--- src/rtl/nvram_chk_pkg.sv ---
package nvram_chk_pkg;

    localparam int unsigned ADLER_MOD = 65521;

    // Running state of one bank while its bytes stream past.
    typedef struct packed {
        logic [7:0]  sig;
        logic [7:0]  hsum_st;
        logic [15:0] hsum_acc;
        logic [31:0] adler_st;
        logic [31:0] gen;
        logic [15:0] lo;
        logic [15:0] hi;
    } bank_acc_t;

    // End-around fold to a byte; two folds suffice for a 16-bit sum.
    function automatic logic [7:0] fold8(input logic [15:0] s);
        logic [8:0] s1;
        logic [7:0] s2;
        s1 = {1'b0, s[15:8]} + {1'b0, s[7:0]};
        s2 = s1[7:0] + {7'b0, s1[8]};
        return s2;
    endfunction

endpackage

--- src/rtl/nvram_rd_seq.sv ---
module nvram_rd_seq #(
    parameter int BANK_BYTES = 64,
    localparam int AW = $clog2(2 * BANK_BYTES)
) (
    input  logic          clk,
    input  logic          rst_n,
    input  logic          go_i,
    output logic          rd_en_o,
    output logic [AW-1:0] rd_addr_o,
    output logic          rsp_vld_o,
    output logic [AW-1:0] rsp_idx_o
);
    localparam logic [AW-1:0] LAST_IDX = AW'(2 * BANK_BYTES - 1);

    typedef struct packed {
        logic          act;
        logic [AW-1:0] cnt;
        logic          rsp_vld;
        logic [AW-1:0] rsp_idx;
    } seq_t;

    seq_t s_d, s_q;

    always_comb begin
        s_d         = s_q;
        s_d.rsp_vld = s_q.act;
        s_d.rsp_idx = s_q.cnt;
        if (s_q.act) begin
            s_d.cnt = s_q.cnt + 1'b1;
            if (s_q.cnt == LAST_IDX) begin
                s_d.act = 1'b0;
            end
        end else if (go_i) begin
            s_d.act = 1'b1;
            s_d.cnt = '0;
        end
    end

    always_ff @(posedge clk) begin
        if (!rst_n) begin
            s_q <= '0;
        end else begin
            s_q <= s_d;
        end
    end

    assign rd_en_o   = s_q.act;
    assign rd_addr_o = s_q.cnt;
    assign rsp_vld_o = s_q.rsp_vld;
    assign rsp_idx_o = s_q.rsp_idx;

endmodule

--- src/rtl/nvram_bank_acc.sv ---
module nvram_bank_acc
    import nvram_chk_pkg::*;
#(
    parameter int         BANK_BYTES = 64,
    parameter logic [7:0] SIG_VALUE  = 8'h5A,
    parameter int         SIG_OFF    = 0,
    parameter int         HSUM_OFF   = 1,
    parameter int         LEN_OFF    = 2,
    parameter int         ADLER_OFF  = 4,
    parameter int         GEN_OFF    = 8,
    localparam int        OW = $clog2(BANK_BYTES)
) (
    input  logic          clk,
    input  logic          rst_n,
    input  logic          vld_i,
    input  logic [OW-1:0] off_i,
    input  logic [7:0]    byte_i,
    output logic          ok_o,
    output logic [31:0]   gen_o
);
    localparam logic [OW-1:0] O_SIG   = OW'(SIG_OFF);
    localparam logic [OW-1:0] O_HSUM  = OW'(HSUM_OFF);
    localparam logic [OW-1:0] O_LEN   = OW'(LEN_OFF);
    localparam logic [OW-1:0] O_ADL   = OW'(ADLER_OFF);
    localparam logic [OW-1:0] O_ADL_E = OW'(ADLER_OFF + 4);
    localparam logic [OW-1:0] O_GEN   = OW'(GEN_OFF);
    localparam logic [OW-1:0] O_GEN_E = OW'(GEN_OFF + 4);
    localparam logic [16:0]   MOD17   = 17'(ADLER_MOD);

    bank_acc_t a_d, a_q;

    always_comb begin
        logic [16:0] lo_s;
        logic [16:0] hi_s;
        a_d  = a_q;
        lo_s = '0;
        hi_s = '0;
        if (vld_i) begin
            if (off_i == '0) begin
                a_d          = '0;
                a_d.hsum_acc = {8'h00, SIG_VALUE};
                a_d.lo       = 16'd1;
            end
            if (off_i == O_SIG) begin
                a_d.sig = byte_i;
            end
            if (off_i == O_HSUM) begin
                a_d.hsum_st = byte_i;
            end
            if (off_i >= O_LEN && off_i < O_ADL) begin
                a_d.hsum_acc = a_d.hsum_acc + {8'h00, byte_i};
            end
            if (off_i >= O_ADL && off_i < O_ADL_E) begin
                a_d.adler_st = {a_d.adler_st[23:0], byte_i};
            end
            if (off_i >= O_GEN && off_i < O_GEN_E) begin
                a_d.gen = {a_d.gen[23:0], byte_i};
            end
            if (off_i >= O_GEN) begin
                lo_s = {1'b0, a_d.lo} + {9'b0, byte_i};
                if (lo_s >= MOD17) begin
                    lo_s = lo_s - MOD17;
                end
                hi_s = {1'b0, a_d.hi} + lo_s;
                if (hi_s >= MOD17) begin
                    hi_s = hi_s - MOD17;
                end
                a_d.lo = lo_s[15:0];
                a_d.hi = hi_s[15:0];
            end
        end
    end

    always_ff @(posedge clk) begin
        if (!rst_n) begin
            a_q <= '0;
        end else begin
            a_q <= a_d;
        end
    end

    always_comb begin
        ok_o = (a_q.sig == SIG_VALUE)
            && (fold8(a_q.hsum_acc) == a_q.hsum_st)
            && ({a_q.hi, a_q.lo} == a_q.adler_st);
        gen_o = ok_o ? a_q.gen : '1;
    end

endmodule

--- src/rtl/nvram_bank_pick.sv ---
module nvram_bank_pick (
    input  logic        ok0_i,
    input  logic [31:0] gen0_i,
    input  logic        ok1_i,
    input  logic [31:0] gen1_i,
    output logic        sel_o,
    output logic        none_o
);
    logic take0;

    always_comb begin
        none_o = !ok0_i && !ok1_i;
        take0  = ok0_i && (!ok1_i || (gen0_i > gen1_i));
        sel_o  = none_o ? 1'b0 : !take0;
    end

endmodule

--- src/rtl/nvram_dual_bank_validator.sv ---
module nvram_dual_bank_validator #(
    parameter int         BANK_BYTES = 64,
    parameter logic [7:0] SIG_VALUE  = 8'h5A,
    parameter int         SIG_OFF    = 0,
    parameter int         HSUM_OFF   = 1,
    parameter int         LEN_OFF    = 2,
    parameter int         ADLER_OFF  = 4,
    parameter int         GEN_OFF    = 8,
    localparam int        AW = $clog2(2 * BANK_BYTES)
) (
    input  logic          clk,
    input  logic          rst_n,
    input  logic          start_i,
    output logic          rd_en_o,
    output logic [AW-1:0] rd_addr_o,
    input  logic [7:0]    rd_data_i,
    output logic          done_o,
    output logic          sel_bank_o,
    output logic          none_valid_o,
    output logic          bank0_ok_o,
    output logic          bank1_ok_o,
    output logic [31:0]   bank0_gen_o,
    output logic [31:0]   bank1_gen_o
);
    localparam int            OW       = $clog2(BANK_BYTES);
    localparam logic [AW-1:0] BANK1_AT = AW'(BANK_BYTES);
    localparam logic [OW-1:0] LAST_OFF = OW'(BANK_BYTES - 1);

    typedef struct packed {
        logic        run;
        logic        eval;
        logic        eval_b1;
        logic        p0_ok;
        logic [31:0] p0_gen;
        logic        b0_ok;
        logic [31:0] b0_gen;
        logic        b1_ok;
        logic [31:0] b1_gen;
        logic        sel;
        logic        none;
        logic        done;
    } top_t;

    top_t t_d, t_q;

    logic          go;
    logic          rsp_vld;
    logic [AW-1:0] rsp_idx;
    logic          rsp_b1;
    logic [OW-1:0] rsp_off;
    logic          acc_ok;
    logic [31:0]   acc_gen;
    logic          pick_sel;
    logic          pick_none;

    assign go = start_i && !t_q.run;

    nvram_rd_seq #(
        .BANK_BYTES(BANK_BYTES)
    ) i_seq (
        .clk      (clk),
        .rst_n    (rst_n),
        .go_i     (go),
        .rd_en_o  (rd_en_o),
        .rd_addr_o(rd_addr_o),
        .rsp_vld_o(rsp_vld),
        .rsp_idx_o(rsp_idx)
    );

    always_comb begin
        rsp_b1  = (rsp_idx >= BANK1_AT);
        rsp_off = rsp_b1 ? OW'(rsp_idx - BANK1_AT) : OW'(rsp_idx);
    end

    nvram_bank_acc #(
        .BANK_BYTES(BANK_BYTES),
        .SIG_VALUE (SIG_VALUE),
        .SIG_OFF   (SIG_OFF),
        .HSUM_OFF  (HSUM_OFF),
        .LEN_OFF   (LEN_OFF),
        .ADLER_OFF (ADLER_OFF),
        .GEN_OFF   (GEN_OFF)
    ) i_acc (
        .clk   (clk),
        .rst_n (rst_n),
        .vld_i (rsp_vld),
        .off_i (rsp_off),
        .byte_i(rd_data_i),
        .ok_o  (acc_ok),
        .gen_o (acc_gen)
    );

    nvram_bank_pick i_pick (
        .ok0_i (t_q.p0_ok),
        .gen0_i(t_q.p0_gen),
        .ok1_i (acc_ok),
        .gen1_i(acc_gen),
        .sel_o (pick_sel),
        .none_o(pick_none)
    );

    always_comb begin
        t_d         = t_q;
        t_d.done    = 1'b0;
        t_d.eval    = rsp_vld && (rsp_off == LAST_OFF);
        t_d.eval_b1 = rsp_b1;
        if (go) begin
            t_d.run = 1'b1;
        end
        if (t_q.eval) begin
            if (!t_q.eval_b1) begin
                t_d.p0_ok  = acc_ok;
                t_d.p0_gen = acc_gen;
            end else begin
                t_d.b0_ok  = t_q.p0_ok;
                t_d.b0_gen = t_q.p0_gen;
                t_d.b1_ok  = acc_ok;
                t_d.b1_gen = acc_gen;
                t_d.sel    = pick_sel;
                t_d.none   = pick_none;
                t_d.done   = 1'b1;
                t_d.run    = 1'b0;
            end
        end
    end

    always_ff @(posedge clk) begin
        if (!rst_n) begin
            t_q <= '0;
        end else begin
            t_q <= t_d;
        end
    end

    assign done_o       = t_q.done;
    assign sel_bank_o   = t_q.sel;
    assign none_valid_o = t_q.none;
    assign bank0_ok_o   = t_q.b0_ok;
    assign bank1_ok_o   = t_q.b1_ok;
    assign bank0_gen_o  = t_q.b0_gen;
    assign bank1_gen_o  = t_q.b1_gen;

endmodule

--- config.mk ---
export PLATFORM = sky130hd
export DESIGN_NAME = nvram_dual_bank_validator
export DESIGN_NICKNAME = d
export VERILOG_FILES = /design/src/rtl/nvram_chk_pkg.sv /design/src/rtl/nvram_rd_seq.sv /design/src/rtl/nvram_bank_acc.sv /design/src/rtl/nvram_bank_pick.sv /design/src/rtl/nvram_dual_bank_validator.sv
export SDC_FILE = /design/constraint.sdc
export NUM_CORES = 1
export LEC_CHECK = 0
export BUFFER_PORTS_ARGS = -buffer_cell sky130_fd_sc_hd__clkbuf_2
export CAP_MARGIN = 10
export CORE_MARGIN = 3
export CORE_UTILIZATION = 26
export CTS_CLUSTER_SIZE = 25
export DETAILED_ROUTE_END_ITERATION = 8
export PLACE_DENSITY_LB_ADDON = 0.2
export SLEW_MARGIN = 20
export SYNTH_ARGS = -nofsm -noshare
export SYNTH_HDL_FRONTEND = slang
export SYNTH_HIERARCHICAL = 1
export SYNTH_SLANG_ARGS = --single-unit
--- constraint.sdc ---
create_clock -name clk -period 9.5 [get_ports clk]
set_clock_uncertainty 0.15 [all_clocks]
set_input_delay 0.95 -clock clk [delete_from_list [all_inputs] [get_ports clk]]
set_output_delay 0.95 -clock clk [all_outputs]
set_load 0.05 [all_outputs]
# Word level (Yosys, flattened, before mapping)
# Index checks and enable logic that the tools add are counted.
# word_totals
reg_bits,249
inputBits,11
out_inout_bits,77
word_cells,100
# classes
n_addsub,9
order_cmp,10
eq_ne,10
mux,22
n_bitwise,1
n_reduce_logical,23
# ops
op,count
2-to-1 mux 128 bit,2
2-to-1 mux 32 bit,4
2-to-1 mux 17 bit,3
">= comparator 17 x 16 -> 1 bit, second input constant",2
== test 32 bit,1
> comparator 32 bit,1
2-to-1 mux 16 bit,2
2-to-1 mux 8 bit,4
adder 16 x 17 -> 17 bit,1
adder 16 x 8 -> 17 bit,1
"subtractor 17 x 16 -> 17 bit, second input constant",1
adder 16 x 8 -> 16 bit,1
"subtractor 16 bit, second input constant",1
AND reduction 2 bit,7
"< comparator 6 x 4 -> 1 bit, second input constant",2
adder 8 x 8 -> 9 bit,1
logical AND 1 bit,9
"inequality test 3 x 1 -> 1 bit, second input constant",3
adder 8 x 1 -> 8 bit,1
"== test 8 x 7 -> 1 bit, second input constant",1
== test 8 bit,1
"adder 7 x 1 -> 7 bit, second input constant",1
"== test 7 bit, second input constant",1
">= comparator 7 bit, second input constant",1
15 further kinds,23

# Longest topological paths before layout
# Gate-level depths: netlist of the first run.
# depth
depth_word,14
depth_mapped,29

# Hierarchy
# The synthesis of the first run kept the hierarchy.
# by_module_without_submodules
module,n_inst,cells_per_inst,area_per_inst_um2,seq_area_each_um2
nvram_bank_acc,1,1068,8658.3,2562.5
nvram_dual_bank_validator,1,444,4329.2,2102.0
nvram_bank_pick,1,117,834.6,0.0
nvram_rd_seq,1,67,648.1,320.3

# Least setup slack after synthesis of the first run
# Ideal clock, no wire load.
# synth_path
kind,register to register
start,reg i_seq.s_q (netlist bit i_seq/rsp_idx_o[5])
end,reg i_acc/a_q[14] in the netlist's numbering
setup_ns,0.117
arrival_time_ns,7.356
t_required_ns,9.233
setup_slack_ns,1.876
stages_incl_launch_ff,28
period_less_slack_ns,7.624
cell_sequence,dfxtp_1 nor3_1 nand3b_1 clkbuf_1 clkbuf_1 and2_1 fa_1 a211oi_1 nor2_1 xor2_1 and3_1 nand3_1 or4_1 o21ai_1 xnor2_1 ha_1 inv_1 fa_1 and2b_1 o2111ai_1 a2111oi_2 nor3_1 nor4_1 nand2_1 or4_1 a21boi_1 or4_1 a32o_1
# synth_between
elab_chain_cells,14
# synth_rtl
element,line,text
start: declaration,nvram_rd_seq.sv:22,"seq_t s_d, s_q;"
start signal: assignment,nvram_rd_seq.sv:41,s_q <= '0;
start signal: assignment,nvram_rd_seq.sv:43,s_q <= s_d;
subtractor 6 x 1 -> 6 bit / >= comparator 7 bit (equally long branches),"nvram_dual_bank_validator.sv:72, nvram_dual_bank_validator.sv:71",
2-to-1 mux 6 bit (*),nvram_dual_bank_validator.sv:72,rsp_off = rsp_b1 ? OW'(rsp_idx - BANK1_AT) : OW'(rsp_idx);
zero test 6 bit,nvram_bank_acc.sv:39,if (off_i == '0) begin
2-to-1 mux 128 bit,nvram_bank_acc.sv:39,
2-to-1 mux 128 bit,nvram_bank_acc.sv:38,if (vld_i) begin
adder 16 x 8 -> 17 bit,nvram_bank_acc.sv:60,"lo_s = {1'b0, a_d.lo} + {9'b0, byte_i};"
subtractor 17 x 16 -> 17 bit / >= comparator 17 x 16 -> 1 bit (equally long branches),"nvram_bank_acc.sv:62, nvram_bank_acc.sv:61",
2-to-1 mux 17 bit,nvram_bank_acc.sv:61,if (lo_s >= MOD17) begin
2-to-1 mux 17 bit,nvram_bank_acc.sv:59,if (off_i >= O_GEN) begin
2-to-1 mux 17 bit,nvram_bank_acc.sv:38,
adder 16 x 17 -> 17 bit,nvram_bank_acc.sv:64,"hi_s = {1'b0, a_d.hi} + lo_s;"
subtractor 16 bit / >= comparator 17 x 16 -> 1 bit (equally long branches),"nvram_bank_acc.sv:66, nvram_bank_acc.sv:65",
2-to-1 mux 16 bit,nvram_bank_acc.sv:65,if (hi_s >= MOD17) begin
2-to-1 mux 32 bit (*),nvram_bank_acc.sv:59,
end signal: assignment,nvram_bank_acc.sv:76,a_q <= '0;
end signal: assignment,nvram_bank_acc.sv:78,a_q <= a_d;
end: declaration,nvram_bank_acc.sv:30,"bank_acc_t a_d, a_q;"
# Every way passes the cells marked *; elsewhere a longest branch is shown, timed or not. The select of a mux whose other input is x is not followed.
# A chain may end at the register's enable or synchronous reset.

# Worst setup path after layout of the first run
# Same ends and word-level chain as after synthesis.

==> impl_results.md, run 1 <==
- Status: complete, no violations
- Most common cell in the netlist: nand2_1
- Residual DRC: 0
- GR Overflow Total: 0
- EDFF count, synth: 0
- Synthesized netlist cell count: 1696
- Total track usage: 0.134
- Largest cells by area after synthesis: dfxtp_1 (34%), mux2i_1 (7.2%), nand2_1 (7.0%)
- Via/cell ratio: 4.72
- FF+latch count, synth: 249
- TritonCTS clock tree: done
- DR vias: 11547
- DRT antenna net count: 0
- Area leader, netlist: dfxtp_1
- Placed cells: 2383
- Max-cap violations: 0
- Yosys warnings: 6
- Final Setup Violations: 0
- Startpoint Class: register
- Wire length of the first global-routing pass: 64300 µm
- Largest net degree at the start of global routing: 91
- Clk_lat worst skew: 580 ps
- Met3 usage: 0.0179
- Syn Std Cell Area: 14500 µm²
- Register area: 4980 µm²
- Fin crit period: 8460 ps
- Max Clock Freq: 118 MHz
- CP max FO: 7
- Grt met1 use: 0.181
- Inserted Clock Buffers: 31
- Max IR drop VDD: 0.000142 V
- Filler Cell Count: 5829
- Initial DRC count: 598
- WL final: 40000 µm
- CTS H-tree lvls: 1
- Dpl hpwl: 29100 µm
- IO Port Bufs: 87
- Relative slew slack: 0.351
- Arrival @ worst endpoint: 8790 ps
- Fin. max-slew vios: 0
- Initial antenna violation count: 0
- FP Rows: 85
- Setup TNS Final: 0 ps
- Static Leakage: 6.37 nW
- Least-Margin Pin Slew: 973 ps
- Most used routing layer: met2
- Synth Flop Type: dfxtp_1
- Syn_nets: 1790
- Total clock sinks: 249
- Critical setup path kind: reg2reg
- Top post-synthesis cells by count: nand2_1 (270), dfxtp_1 (249), mux2i_1 (104), nand3_1 (102)
- Die height: 242 µm
- Syn-to-layout area delta: 11.9%
- # nets final: 1774
- Resized Gates After CTS: 0
- Multi-input logic area: 8370 µm²
- RSZ-0062 raised after global routing: no
- Hold Vio Cnt, Final: 0
- Vias in the first global route: 11321
- Synth top area share: 0.344
- Library cells used by synthesis: 86
- Mean post-synth cell area: 8.53 µm²
- CTS Buffer Depth: 3
- Die X: 242 µm
- Fin crit share: 0.891
- Share of layout cells above drive strength 1: 0.134
- Ys async rst share: 0
- Pwr Density: 151 nW/µm²
- Worst Path Required: 9830 ps
- Hold crit path type: reg2reg
- Root Driver: clkbuf_16
- Initial Util: 0.266
- Met2 Resource Use GR: 0.227
- Wire per inst: 16.4 µm
- Crit end category: register
- Antenna Cells: 0
- I/O pin count: 88
- Die area: 58500 µm²
- GP Congestion: 0.812
- Pre-antenna DRT Iters: 5
- Clock slew at reported path FFs: 60 ps
- Core Region: 54500 µm²
- Post-Layout Cell Count: 2444
- Register area share after synthesis: 0.344
## stage by stage
step                      hold WS, ps  setup WS [ps]   util  cell area (µm²)  total power [W]
after floorplan                   256           1880      -            14500          0.00117
after global placement            272            918  0.277            15100          0.00122
after detailed placement          277            715  0.277            15100          0.00122
after CTS                         289            687  0.297            16200          0.00249
after global routing              314            454  0.297            16200          0.00254
final                             289           1040  0.297            16200          0.00244
## registers in the layout, summed over array words and instances, names as in the netlist, 7 cells and up
| register | cells |
|---|---|
| bank1_gen_o | 32 |
| t_q | 36 |
| i_acc/a_q | 128 |
| i_seq/rsp_idx_o | 7 |
| bank0_gen_o | 32 |
| i_seq/rd_addr_o | 7 |
## power breakdown
group | total [W] | switching [W] | internal (W)
sequential | 0.00105 | 0.00000598 | 0.00105
combinational | 0.000140 | 0.0000953 | 0.0000450
clock | 0.00124 | 0.000479 | 0.000763
total | 0.00244 | 0.000581 | 0.00186
## cells in the final DEF, fill, tap and decap left out, types with 11 or more instances in the layout
cell type	count
nor2_1	37
clkbuf_16	31
or2_2	36
nor3_1	19
and2_1	61
nand2b_1	14
ha_1	79
o21a_1	11
o21ai_0	30
clkbuf_2	86
inv_1	54
dfxtp_1	249
xor2_1	26
nor2b_1	34
buf_4	21
nand3_1	102
mux2i_1	104
and3_1	16
a21boi_0	65
a21oi_1	50
xnor2_1	60
a22oi_1	23
nand4_1	34
nand2_1	269
or4_1	11
## path summary, 6_finish.rpt
path	from	endpoint	slack [ps]	depth (start not counted)
hold / removal	i_seq/rsp_idx_o[6]	t_q[102]	290	1
setup / recovery	i_seq/rsp_idx_o[5]	i_acc/a_q[14]	1040	27
hold reg to reg	i_seq/rsp_idx_o[6]	t_q[102]	290	1
setup reg to reg	i_seq/rsp_idx_o[5]	i_acc/a_q[14]	1040	27
## what timing repair did
action / 4_1_cts / 5_1_grt
hold buffers: 0 / 0
setup buffers: 0 / 3
hold endpoints to repair: 0 / 0
setup endpoints to repair: 0 / 6
## kinds of logic after synthesis
group / after synthesis / share of synthesized area
buffers and inverters: 212 / 0.0785
flip-flops: 249 / 0.344
multiplexers: 105 / 0.0727
adder cells (fa/ha/maj): 83 / 0.0738
XOR/XNOR: 86 / 0.0521
AND/OR/NAND/NOR: 678 / 0.236
AO/OA/AOI/OAI: 283 / 0.142
## worst max-delay path, stage by stage (launching register included)
cell	delay, ps
dfxtp_1	330
nor3_1	470
nand3b_1	240
buf_4	210
buf_12	120
and2_1	150
ha_1	350
nand2_1	110
o31ai_4	380
xor2_1	300
and3_1	290
nand3_1	140
or4_1	580
o21ai_1	510
xnor2_1	220
ha_1	230
inv_1	70
fa_1	390
and2b_1	250
o2111ai_1	180
a2111oi_2	540
nor3_1	120
nor4_1	390
nand2_1	180
or4_1	530
a21boi_1	150
or4_1	490
a32o_1	270
## area by class of cell
cell class / instances / share of cell area
Multi-Input combinational cell: 1235 / 0.517
Sequential cell: 249 / 0.308
Tap cell: 739 / 0.0571
Clock buffer: 42 / 0.0548
Timing Repair Buffer: 109 / 0.0383
Clock inverter: 16 / 0.0127
Inverter: 54 / 0.0125
## metal layers
metal / vias up / part of all wire
li1: 5831 / -
met1: 5491 / 0.47
met2: 179 / 0.47
met3: 46 / 0.033
met4: 0 / 0.020
met5: - / 0
Power figures use the tool's default switching activity.
==> run 2: changes to the inputs <==
--- a/config.mk
+++ b/config.mk
@@ -8,7 +8,7 @@
 export BUFFER_PORTS_ARGS = -buffer_cell sky130_fd_sc_hd__clkbuf_2
 export CAP_MARGIN = 10
 export CORE_MARGIN = 3
-export CORE_UTILIZATION = 26
+export CORE_UTILIZATION = 45
 export CTS_CLUSTER_SIZE = 25
 export DETAILED_ROUTE_END_ITERATION = 8
 export PLACE_DENSITY_LB_ADDON = 0.2
==> run 2 against run 1 <==
Setup slack got worse by 440 ps. Sequential cell count did not move. Register-to-register slack worse by 440 ps. Maximum frequency shrank 5.0%. Combinational power fell by 3%. Final area shrank 3.9%. Critical path depth down 1. Via count up 0.27%. First-iteration DRC count is 40% higher. Die area down 41%. Non-clock buffer count decreased by 7. Critical endpoint is now i_acc/a_q[4]. Largest cell class unchanged.
==> impl_results.md, run 2 (synthesis gave the netlist of run 1 again) <==
- Crit end category: register
- DR vias: 11578
- Startpoint Class: register
- Filler Cell Count: 3038
- Fin crit period: 8900 ps
- Fin crit share: 0.937
- CTS H-tree lvls: 1
- Share of layout cells above drive strength 1: 0.124
- Worst Path Required: 9830 ps
- Critical setup path kind: reg2reg
- WL final: 36300 µm
- Wire per inst: 17.4 µm
- Max-cap violations: 0
- Residual DRC: 0
- Vias in the first global route: 10900
- Core Region: 31600 µm²
- CTS Buffer Depth: 3
- Die X: 185 µm
- Initial DRC count: 838
- Max reg flops: 128
- # nets final: 1764
- Largest reg by FF count: i_acc/a_q
- Final Setup Violations: 0
- Status: complete, no violations
- Pre-antenna DRT Iters: 5
- FP Rows: 65
- Static Leakage: 6.25 nW
- Via/cell ratio: 5.54
- Syn-to-layout area delta: 7.52%
- Relative slew slack: 0.379
- GR Overflow Total: 0
- Post-CTS setup repair buffer count: 0
- Biggest regs: i_acc/a_q (128), t_q (36)
- CP max FO: 19
- Resized Gates After CTS: 0
- GP Congestion: 0.894
- Placed cells: 2042
- Max IR drop VDD: 0.000108 V
- Arrival @ worst endpoint: 9230 ps
- Clock slew at reported path FFs: 60 ps
- Clk_lat worst skew: 540 ps
- Dpl hpwl: 26200 µm
- Setup TNS Final: 0 ps
- Initial antenna violation count: 2
- Antenna Cells: 0
- Wire length of the first global-routing pass: 58100 µm
- Hold Vio Cnt, Final: 0
- Die height: 185 µm
- IO Port Bufs: 87
- CP most frequent cell: or4_1
- Most frequent cells in the layout: nand2_1 (269), dfxtp_1 (249), mux2i_1 (104)
- Hold crit path type: reg2reg
- Post-Layout Cell Count: 2091
- Largest stage delay on the critical path: 590 ps
- Commonest non-fill, non-tap cell in the layout: nand2_1
- TritonCTS clock tree: done
- Die area: 34300 µm²
- Slowest-stage cell, CP: or4_1
- RSZ-0062 raised after global routing: no
- Pwr Density: 146 nW/µm²
- DRT antenna net count: 0
- Initial Util: 0.457
- I/O pin count: 88
- Total clock sinks: 249
- Root Driver: clkbuf_16
- Largest net degree at the start of global routing: 104
- Least-Margin Pin Slew: 932 ps
- Hold-fix buffers, CTS: 0
- Fin. max-slew vios: 0
- Max Clock Freq: 112 MHz
- Total track usage: 0.208
- Inserted Clock Buffers: 28
run 2: area by class of cell:
type | instances | area [µm²] | area share
clock inverters | 7 | 95.1 | 0.00611
multi-input cells | 1235 | 8370 | 0.538
repair buffers | 102 | 574 | 0.0369
well taps | 402 | 503 | 0.0323
inverters | 54 | 203 | 0.0130
clock buffers | 42 | 825 | 0.0530
flip-flops and latches | 249 | 4980 | 0.320
run 2: report_power, final:
| part | internal [W] | switching (W) |
|---|---|---|
| sequential | 0.00105 | 0.00000658 |
| clock | 0.000650 | 0.000433 |
| combinational | 0.0000427 | 0.0000933 |
| total | 0.00174 | 0.000533 |
run 2: path summary, 6_finish.rpt:
| check | to | depth (start not counted) | slack (ps) | from |
|---|---|---|---|---|
| max | i_acc/a_q[4] | 26 | 600 | i_seq/rsp_idx_o[5] |
| min | t_q[102] | 1 | 280 | i_seq/rsp_idx_o[6] |
| max reg2reg | i_acc/a_q[4] | 26 | 600 | i_seq/rsp_idx_o[5] |
| min reg2reg | t_q[102] | 1 | 280 | i_seq/rsp_idx_o[6] |
run 2: critical path: cells and delay by family (launching register included):
family	cells	cell delay, ps
flops	1	340
xor+xnor	1	300
compound gates	5	1810
buf+inv	2	300
fa+ha+maj	2	750
simple gates	16	5190
run 2: routing by layer:
layer,share of wire,up-vias,track usage
met1,0.47,5472,0.284
met5,0,-,0
li1,-,5797,-
met2,0.46,246,0.349
met3,0.050,63,0.0316
met4,0.022,0,0.0477
run 2: per-stage QoR:
| step | worst slack [ps] | hold WS, ps | instance area [µm²] | utilization | power (W) |
|---|---|---|---|---|---|
| detailed placement | 814 | 266 | 14600 | 0.462 | 0.00121 |
| global route | 79.1 | 292 | 15600 | 0.492 | 0.00236 |
| global placement | 1010 | 265 | 14600 | 0.462 | 0.00121 |
| CTS | 769 | 280 | 15500 | 0.492 | 0.00230 |
| floorplan | 1880 | 256 | 14500 | - | 0.00117 |
| finish | 597 | 275 | 15600 | 0.492 | 0.00227 |
